File: src/rtl/spi_sck_pkg.sv
package spi_sck_pkg;
  localparam int PRE_W  = 2;
  localparam int SCL_W  = 4;
  // largest half period: factor 7 times half of the top scaler value
  localparam int MAX_HALF = 7 * (2 ** ((2 ** SCL_W) - 2));
  localparam int HALF_W = $clog2(MAX_HALF + 1);

  function automatic logic [2:0] pre_factor(input logic [PRE_W-1:0] code);
    case (code)
      2'd0:    return 3'd2;
      2'd1:    return 3'd3;
      2'd2:    return 3'd5;
      default: return 3'd7;
    endcase
  endfunction

  // half of the scaler value: linear for the low codes, power of two above
  function automatic logic [HALF_W-1:0] scl_half(input logic [SCL_W-1:0] code);
    if (code < SCL_W'(4)) return HALF_W'(code) + HALF_W'(1);
    else                  return HALF_W'(1) << (code - SCL_W'(1));
  endfunction
endpackage

File: src/rtl/sck_ratio_decode.sv
module sck_ratio_decode
  import spi_sck_pkg::*;
(
  input  logic [PRE_W-1:0]  pre_code,
  input  logic [SCL_W-1:0]  scl_code,
  output logic [HALF_W-1:0] half_cycles
);
  logic [HALF_W+2:0] prod;

  always_comb begin
    prod        = (HALF_W+3)'(pre_factor(pre_code)) * (HALF_W+3)'(scl_half(scl_code));
    half_cycles = prod[HALF_W-1:0];
  end
endmodule

File: src/rtl/sck_half_counter.sv
module sck_half_counter
  import spi_sck_pkg::*;
(
  input  logic              clk,
  input  logic              rst_n,
  input  logic              start,
  input  logic              go,
  input  logic [HALF_W-1:0] half_in,
  output logic [HALF_W-1:0] half_q,
  output logic              tick
);
  logic [HALF_W-1:0] cnt_q;

  assign tick = go && (cnt_q == half_q - HALF_W'(1));

  always_ff @(posedge clk or negedge rst_n) begin
    if (!rst_n) begin
      cnt_q  <= '0;
      half_q <= HALF_W'(2);
    end else if (start) begin
      cnt_q  <= '0;
      half_q <= half_in;
    end else if (go) begin
      if (tick) cnt_q <= '0;
      else      cnt_q <= cnt_q + HALF_W'(1);
    end
  end
endmodule

File: src/rtl/sck_edge_gen.sv
module sck_edge_gen (
  input  logic clk,
  input  logic rst_n,
  input  logic start,
  input  logic go,
  input  logic active,
  input  logic tick,
  input  logic cpol_in,
  input  logic cpha_in,
  output logic sck,
  output logic shift_stb,
  output logic sample_stb
);
  logic lvl_q, cpol_q, cpha_q;

  assign sck = active ? (cpol_q ^ lvl_q) : cpol_in;

  always_ff @(posedge clk or negedge rst_n) begin
    if (!rst_n) begin
      lvl_q      <= 1'b0;
      cpol_q     <= 1'b0;
      cpha_q     <= 1'b0;
      shift_stb  <= 1'b0;
      sample_stb <= 1'b0;
    end else if (start) begin
      lvl_q      <= 1'b0;
      cpol_q     <= cpol_in;
      cpha_q     <= cpha_in;
      shift_stb  <= 1'b0;
      sample_stb <= 1'b0;
    end else if (!go) begin
      lvl_q      <= 1'b0;
      shift_stb  <= 1'b0;
      sample_stb <= 1'b0;
    end else if (tick) begin
      // lvl_q low means this toggle is a leading edge
      lvl_q      <= ~lvl_q;
      shift_stb  <= cpha_q ? ~lvl_q : lvl_q;
      sample_stb <= cpha_q ? lvl_q : ~lvl_q;
    end else begin
      shift_stb  <= 1'b0;
      sample_stb <= 1'b0;
    end
  end
endmodule

File: src/rtl/spi_sck_div.sv
module spi_sck_div
  import spi_sck_pkg::*;
(
  input  logic             clk,
  input  logic             rst_n,
  input  logic             run,
  input  logic [PRE_W-1:0] pre_code,
  input  logic [SCL_W-1:0] scl_code,
  input  logic             cpol,
  input  logic             cpha,
  output logic             sck,
  output logic             shift_stb,
  output logic             sample_stb
);
  logic              active_q;
  logic              start, go, tick;
  logic [HALF_W-1:0] half_dec, half_q;

  assign start = run && !active_q;
  assign go    = run && active_q;

  always_ff @(posedge clk or negedge rst_n) begin
    if (!rst_n) active_q <= 1'b0;
    else        active_q <= run;
  end

  sck_ratio_decode u_dec (
    .pre_code    (pre_code),
    .scl_code    (scl_code),
    .half_cycles (half_dec)
  );

  sck_half_counter u_cnt (
    .clk     (clk),
    .rst_n   (rst_n),
    .start   (start),
    .go      (go),
    .half_in (half_dec),
    .half_q  (half_q),
    .tick    (tick)
  );

  sck_edge_gen u_edge (
    .clk        (clk),
    .rst_n      (rst_n),
    .start      (start),
    .go         (go),
    .active     (active_q),
    .tick       (tick),
    .cpol_in    (cpol),
    .cpha_in    (cpha),
    .sck        (sck),
    .shift_stb  (shift_stb),
    .sample_stb (sample_stb)
  );
endmodule

File: config.mk
export PLATFORM = sky130hd
export DESIGN_NAME = spi_sck_div
export DESIGN_NICKNAME = d
export VERILOG_FILES = /design/src/rtl/spi_sck_pkg.sv /design/src/rtl/sck_ratio_decode.sv /design/src/rtl/sck_half_counter.sv /design/src/rtl/sck_edge_gen.sv /design/src/rtl/spi_sck_div.sv
export SDC_FILE = /design/constraint.sdc
export NUM_CORES = 1
export LEC_CHECK = 0
export ABC_AREA = 1
export BUFFER_PORTS_ARGS = -buffer_cell sky130_fd_sc_hd__buf_2
export CAP_MARGIN = 20
export CORE_MARGIN = 8
export CORE_UTILIZATION = 65
export CTS_BUF_LIST = sky130_fd_sc_hd__clkbuf_4 sky130_fd_sc_hd__clkbuf_8
export DETAILED_ROUTE_END_ITERATION = 12
export PLACE_DENSITY = 0.83
export SYNTH_ARGS = -nofsm -noshare
export SYNTH_HDL_FRONTEND = slang
export SYNTH_SLANG_ARGS = --single-unit
File: constraint.sdc
create_clock -name clk -period 2.6 [get_ports clk]
set_input_delay 0.26 -clock clk [delete_from_list [all_inputs] [get_ports clk]]
set_output_delay 0.26 -clock clk [all_outputs]
set_load 0.02 [all_outputs]
==> results of run 1 <==
[metal layers]
| layer | global-route usage, % | routed length [µm] |
|---|---|---|
| met5 | 0 | 0 |
| met4 | 14.13 | 894 |
| met3 | 2.857 | 709 |
| met2 | 47.33 | 6306 |
| met1 | 24.22 | 4418 |
[kinds of logic after synthesis]
logic type	count (synthesis)
adders and majority gates	38
and+or+nand+nor	293
DFF	40
buffers and inverters	104
xor gates and xnor gates	39
AOI/OAI and AO/OA	65
[how the worst max path moves through the flow]
stage | start | endpoint | slack [ns]
after floorplan | scl_code[1] | u_cnt.half_q[14] | -0.49
after global placement | scl_code[1] | u_cnt.half_q[16] | -0.72
after detailed placement | scl_code[0] | u_cnt.half_q[16] | -0.84
after CTS | scl_code[0] | u_cnt.half_q[16] | -0.41
after global routing | scl_code[1] | u_cnt.half_q[4] | -0.96
final | scl_code[0] | u_cnt.half_q[4] | -0.64
[layout make-up]
class	instances	area [µm²]	area share [%]
Multi-Input combinational cell	435	2983	57.17
Inverter	91	351.6	6.739
Sequential cell	40	1002	19.21
Clock inverter	1	30.03	0.5755
Tap cell	75	93.84	1.799
Clock buffer	7	96.34	1.847
Timing Repair Buffer	88	660.6	12.66
[power by group]
part           internal (mW)  total (mW)  switching (mW)  leakage, nW
Combinational          0.307       0.784           0.477         2.02
Clock                  0.339       0.557           0.219       0.0645
Sequential             0.671       0.736          0.0650        0.535
Total                   1.32        2.08           0.760         2.62
[what timing repair did]
| item | CTS | global route |
|---|---|---|
| pin swaps | 14 | 15 |
| setup endpoints to repair | 12 | 15 |
| setup buffers | 10 | 9 |
| resized for setup | 21 | 42 |
[sequential cells by signal, summed over array words and instances, names as in the netlist]
signal,flops
u_edge.shift_stb,1
u_edge.cpol_q,1
active_q,1
u_edge.lvl_q,1
u_cnt.half_q,17
u_cnt.cnt_q,17
u_edge.cpha_q,1
u_edge.sample_stb,1
[worst reg2reg max path, cell delays in order (launching register included)]
cell and delay [ns]:
dfrtp_1 0.40, inv_1 0.16, ha_2 0.29, inv_2 0.08
nor2_2 0.10, nand3_2 0.11, nor2_2 0.12, nand3_1 0.09
a21oi_2 0.14, nand2_1 0.08, nor2_2 0.10, nand3_2 0.16
nand2_4 0.23, o21ai_0 0.16
[cells in the final DEF (no fill, tap or decap), types with 2 or more instances in the layout]
master,count
clkinvlp_4,2
inv_2,5
ha_4,4
nor2_4,6
buf_4,73
o21ai_2,2
a21oi_4,2
ha_2,4
xor2_1,13
fa_1,14
nor2_2,15
xnor2_1,18
nand4_1,4
o21ai_0,11
nor4_1,2
xnor3_1,2
a21oi_1,5
inv_1,82
nand2_2,4
o22ai_1,2
nor3_1,4
a21o_1,8
o21ai_1,18
nand2_1,160
xnor2_2,3
xor2_4,3
clkbuf_8,7
nand3b_1,2
nor3_2,4
ha_1,15
buf_6,2
nor2_1,37
buf_2,11
dfrtp_1,39
a31oi_1,3
nand2_4,2
nand3_1,37
a21oi_2,7
nand3_2,12
[per-stage QoR]
stage	TNS [ns]	instances	hold slack (ns)	power [mW]
global route	-8.252	737	0.1138	2.192
floorplan	-3.333	579	-0.03559	1.234
global placement	-6.940	710	0.4063	1.401
detailed placement	-8.470	710	0.4148	1.437
finish	-6.460	737	0.07871	2.077
CTS	-3.776	728	0.09373	2.007
==> results by group, run 1 <==
Outcome
  • Outcome: finished, violations left
  • Failing checks: setup timing

Worst setup path
  • FF-to-FF Start: u_cnt.half_q[0]
  • Crit path top cell by count: buf_4
  • Startpoint types: input port
  • Crit. End Element: register
  • Flop-to-flop setup slack: 0.24 ns
  • Max stage delay on crit path: 0.53 ns
  • CP delay by family, top: buffers and inverters
  • Capturing point of the worst reg2reg path: u_cnt.cnt_q[13]
  • Worst path depth: 22
  • CP bufs+invs: 11
  • Setup Crit Path Kind: in2reg
  • Required @ worst endpoint: approximately 2.8 ns
  • Worst r2r path cells: 13
  • CP cell instances: buf_8 -> clkinvlp_4 -> ha_4 -> xor2_4 -> inv_4 -> nand3_2 -> o22ai_2 -> inv_2 -> nor2_4 -> fa_1 -> ha_2 -> fa_2 -> nand2_4 -> buf_4 -> buf_4 -> buf_4 -> buf_4 -> buf_4 -> buf_4 -> buf_4 -> nand2_1 -> o22ai_1
  • CP Max Fanout: 6
  • Critical path arrival: between 3 and 4 ns
  • Worst path slowest cell: fa_1

Synth
  • Post-Syn Area per Cell: approximately 7 µm²
  • Register area share after synthesis: 25.08%
  • Syn nets: 628
  • Flops & latches, synth: 40
  • Synth area leader: dfrtp_1
  • Top cells by instance count after synthesis: 164 x nand2_1, 88 x inv_1, 49 x nor2_1, 46 x nand3_1, 39 x dfrtp_1
  • Synth Area in Simple Gates: a little under a third
  • XOR/XNOR Fraction of Synth Area: a little under a tenth
  • Synthesized area: roughly 0.004 mm²
  • Main combinational cell family by area after synthesis: simple AND/OR/NAND/NOR gates
  • Post-synthesis mux area share: 0%
  • Post-synth EDFFs: 0
  • Most common cell in the netlist: nand2_1
  • Synthesized instance count: about 580
  • Post-synth top area share: between 20% and 30%
  • Ys async rst share: 100.0%
  • Number of library cell types mapped by synthesis: 37
  • Synth Area in Compound Gates: 9.205%
  • Top post-synthesis cells by area: dfrtp_1 24%, nand2_1 15%, inv_1 8.3%, fa_1 7.5%, ha_1 7.2%
  • Synth Area in Adders: roughly 15%
  • Number of synthesis warnings: 0
  • Most used DFF post-synth: dfrtp_1

Placement
  • Dpl ws: -0.8399 ns
  • Routability cong.: roughly 0.93
  • Post-DP HPWL: between 7000 and 8000 µm
  • Placed inst area: 0.004649 mm²
  • Port Buffers: 13

Clocking
  • Clock Path Buffers: 2
  • CTS hold repair buffers: 0
  • Clk root buf: clkbuf_8
  • Clock Latency Late Sink: ~0.30 ns
  • CTS Buf Count: 5
  • Clock transition at path regs: approximately 0.080 ns
  • CTS sink count: 40
  • TritonCTS clock tree: yes
  • H-tree levels: 2

Worst hold path
  • Hold crit path type: in2async

Timing
  • Final setup vio count: 13
  • Max Freq: ~0.3 GHz
  • RSZ-0062 raised after global routing: yes
  • Min Clock Period, post-route: ~3.2 ns
  • Max-slew headroom: about two fifths
  • Fin. max-slew vios: 0
  • Hold Fails Final Rpt: 0
  • Worst Setup Slack, final: -0.6396 ns
  • Final Cycle Share: 124.6%
  • Worst slew pin tran: about 0.9 ns
  • Worst Skew: 0.004027 ns

GRT
  • Pin count of the biggest net entering global routing: 41
  • Global-route wire length before repair: 17860 µm
  • Vias in the first global route: around 4300
  • Total track usage: between 20% and 30%
  • Initial antenna violation count: 0
  • Remaining Overflow, GRT: 0

Power and ir drop
  • Power density cells: 398.0 mW/mm²
  • Max VDD drop: around 0.00040 V
  • Leakage: about 2.6 nW

Layout
  • Share of cells above drive strength 1: a little over a quarter
  • # diodes: 0
  • Area Overhead vs Synth: 30.56%
  • Final Core Density: between 80 and 90%
  • Nets: 710
  • Fillcell total: roughly 280
  • Final non-filler cell area: 0.005218 mm²

Route
  • DRC: 0
  • First DRT Iteration DRCs: ~350
  • Via Count: approximately 4400
  • 1st-pass router iterations: 5
  • Routed len/inst: approximately 17 µm
  • Vias per cell: slightly below 6
  • Detailed Route WL: roughly 12000 µm
  • Number of routed nets with antenna violations: 0

Die
  • # rows: 28
  • Initial Util: between 60% and 70%
  • IO Pins: 14
  • Chip Width: roughly 94 µm
  • Die height: between 90 and 100 µm
  • Die area: a little under 0.009 mm²
  • Placeable Area: around 0.006 mm²

Flow run
  • Max Cap Violations: 0
No activity file was read; power rests on OpenSTA's default activity.
==> run 2, diff against run 1 <==
--- a/config.mk
+++ b/config.mk
@@ -7,12 +7,11 @@
 export LEC_CHECK = 0
 export ABC_AREA = 1
 export BUFFER_PORTS_ARGS = -buffer_cell sky130_fd_sc_hd__buf_2
-export CAP_MARGIN = 20
 export CORE_MARGIN = 8
-export CORE_UTILIZATION = 65
+export CORE_UTILIZATION = 70
 export CTS_BUF_LIST = sky130_fd_sc_hd__clkbuf_4 sky130_fd_sc_hd__clkbuf_8
 export DETAILED_ROUTE_END_ITERATION = 12
-export PLACE_DENSITY = 0.83
+export PLACE_DENSITY = 0.88
 export SYNTH_ARGS = -nofsm -noshare
 export SYNTH_HDL_FRONTEND = slang
 export SYNTH_SLANG_ARGS = --single-unit
==> constraint.sdc (replaced) <==
create_clock -name clk -period 4.1 [get_ports clk]
set_input_delay 0.41 -clock clk [delete_from_list [all_inputs] [get_ports clk]]
set_output_delay 0.41 -clock clk [all_outputs]
set_load 0.02 [all_outputs]
==> results by group, run 2 (synthesis results as in run 1) <==
Timing
  • Min Clock Period, post-route: 3.755 ns
  • Fin. max-slew vios: 0
  • Final Cycle Share: approximately nine tenths
  • Hold Fails Final Rpt: 0
  • Max Freq: 0.2663 GHz
  • Worst Skew: about 0.0057 ns
  • RSZ-0062 raised after global routing: no
  • Max-slew headroom: 43.19%
  • Setup TNS: 0 ns
  • Worst slew pin tran: approximately 0.85 ns
  • Final setup vio count: 0
  • Worst hold slack: between 0.2 and 0.25 ns

Die
  • # rows: 27
  • Initial Util: between 70% and 80%
  • Placeable Area: roughly 0.0055 mm²
  • Die height: between 90 and 100 µm
  • IO Pins: 14
  • Die area: 0.008383 mm²
  • Chip Width: roughly 90 µm

Worst setup path
  • CP Max Fanout: 6
  • Setup Crit Path Kind: in2reg
  • Crit path top cell by count: nand2_1
  • Worst r2r path cells: 13
  • Capturing point of the worst reg2reg path: u_cnt.cnt_q[9]
  • Startpoint types: input port
  • Worst path slowest cell: fa_1
  • Flop-to-flop setup slack: between 1.5 and 2 ns
  • Crit. End Element: register
  • FF-to-FF Start: u_cnt.half_q[0]
  • Critical path arrival: 3.94 ns
  • CP cell instances: buf_2 -> inv_1 -> ha_1 -> xor2_2 -> inv_1 -> nand3_1 -> nor2_1 -> a21oi_1 -> nor2_1 -> fa_1 -> ha_1 -> fa_1 -> nand2_1 -> o21ai_0 -> a21o_1 -> nand2_1 -> nand2_1 -> a21oi_1 -> or2_2 -> nand3_1 -> nand2_1
  • Max stage delay on crit path: 0.52 ns
  • Required @ worst endpoint: 4.29 ns

GRT
  • Pin count of the biggest net entering global routing: between 40 and 50
  • Global-route wire length before repair: between 10000 and 15000 µm
  • Total track usage: a little over a fifth
  • Vias in the first global route: around 3500
  • Initial antenna violation count: 0
  • Remaining Overflow, GRT: 0

Route
  • First DRT Iteration DRCs: roughly 140
  • Number of routed nets with antenna violations: 0
  • Routed len/inst: about 13 µm
  • 1st-pass router iterations: 4
  • Vias per cell: 5.523
  • Via Count: 3645
  • DRC: 0
  • Detailed Route WL: about 8500 µm

Clocking
  • Post_cts resized: 0
  • CTS hold repair buffers: 0
  • CTS sink count: 40
  • H-tree levels: 2
  • CTS Buf Count: 5
  • Clock transition at path regs: approximately 0.08 ns
  • Clk root buf: clkbuf_8
  • Clock Path Buffers: 2
  • Clock Latency Late Sink: 0.30 ns
  • TritonCTS clock tree: yes
  • Setup Buffers After CTS: 0

Power and ir drop
  • Max VDD drop: slightly below 0.0002 V
  • Power density cells: approximately 290 mW/mm²
  • Leakage: 2.223 nW

Placement
  • Routability cong.: 0.9029
  • Post-DP HPWL: about 6700 µm
  • Port Buffers: 13

Outcome
  • Outcome: finished, final reports clean

Layout
  • Commonest cells after routing, fill and taps aside: 164 x nand2_1, 88 x inv_1, 49 x nor2_1
  • Largest registers: u_cnt.cnt_q: 17 flops, u_cnt.half_q: 17 flops
  • # diodes: 0
  • Nets: 636
  • Commonest non-fill, non-tap cell in the layout: nand2_1
  • Share of cells above drive strength 1: under 10%
  • Area Overhead vs Synth: 5.980%

Flow run
  • Max Cap Violations: 0

Worst hold path
  • Hold crit path type: in2async
==> run 2: metrics by stage <==
step           utilization (%)  instance area [µm²]  power [mW]  std cells  worst slack, ns
2_1_floorplan                -                 3996      0.7722        579           0.5527
3_3_place_gp             74.48                 4101      0.8412        652           0.1946
3_5_place_dp             74.48                 4101      0.8602        652         -0.07630
4_1_cts                  76.78                 4228       1.215        660           0.2541
5_1_grt                  76.91                 4235       1.289        660          0.02679
6_report                 76.91                 4235       1.211        660           0.3452
==> run 2: area by class of cell <==
type                       instances  area (µm²)
multi-input combinational        435        2603
fill                             415        1271
sequential                        40        1002
inverter                          91       341.6
tap                               72       90.09
clock inverter                     1       30.03
timing repair buffer              14       72.57
clock buffer                       7       96.34
==> run 2: worst max path at each step <==
stage,start,endpoint,slack (ns)
floorplan,scl_code[0],u_cnt.half_q[14],0.55
global placement,scl_code[0],u_cnt.half_q[14],0.19
detailed placement,scl_code[0],u_cnt.half_q[14],-0.08
CTS,scl_code[0],u_cnt.half_q[14],0.25
global route,scl_code[0],u_cnt.half_q[14],0.03
finish,scl_code[0],u_cnt.half_q[14],0.35
==> run 2: critical path, delay by kind of cell <==
family	cells	cell delay (ns)
fa+ha+maj	4	1.17
compound gates	4	0.83
buf+inv	3	0.36
xor+xnor	1	0.27
simple gates	9	0.91
==> run 2: per-layer routing <==
| layer | wire (µm) | global-route usage, % | up-vias |
|---|---|---|---|
| li1 | - | - | 1831 |
| met1 | 3565 | 22.90 | 1694 |
| met2 | 4409 | 38.96 | 96 |
| met3 | 292 | 2.716 | 24 |
| met4 | 227 | 10.10 | 0 |
| met5 | 0 | 0 | - |
==> run 2: report_power, final <==
| part | leakage, nW | switching (mW) | internal [mW] |
|---|---|---|---|
| clock | 0.0645 | 0.138 | 0.215 |
| sequential | 0.535 | 0.0409 | 0.425 |
| combinational | 1.62 | 0.248 | 0.143 |
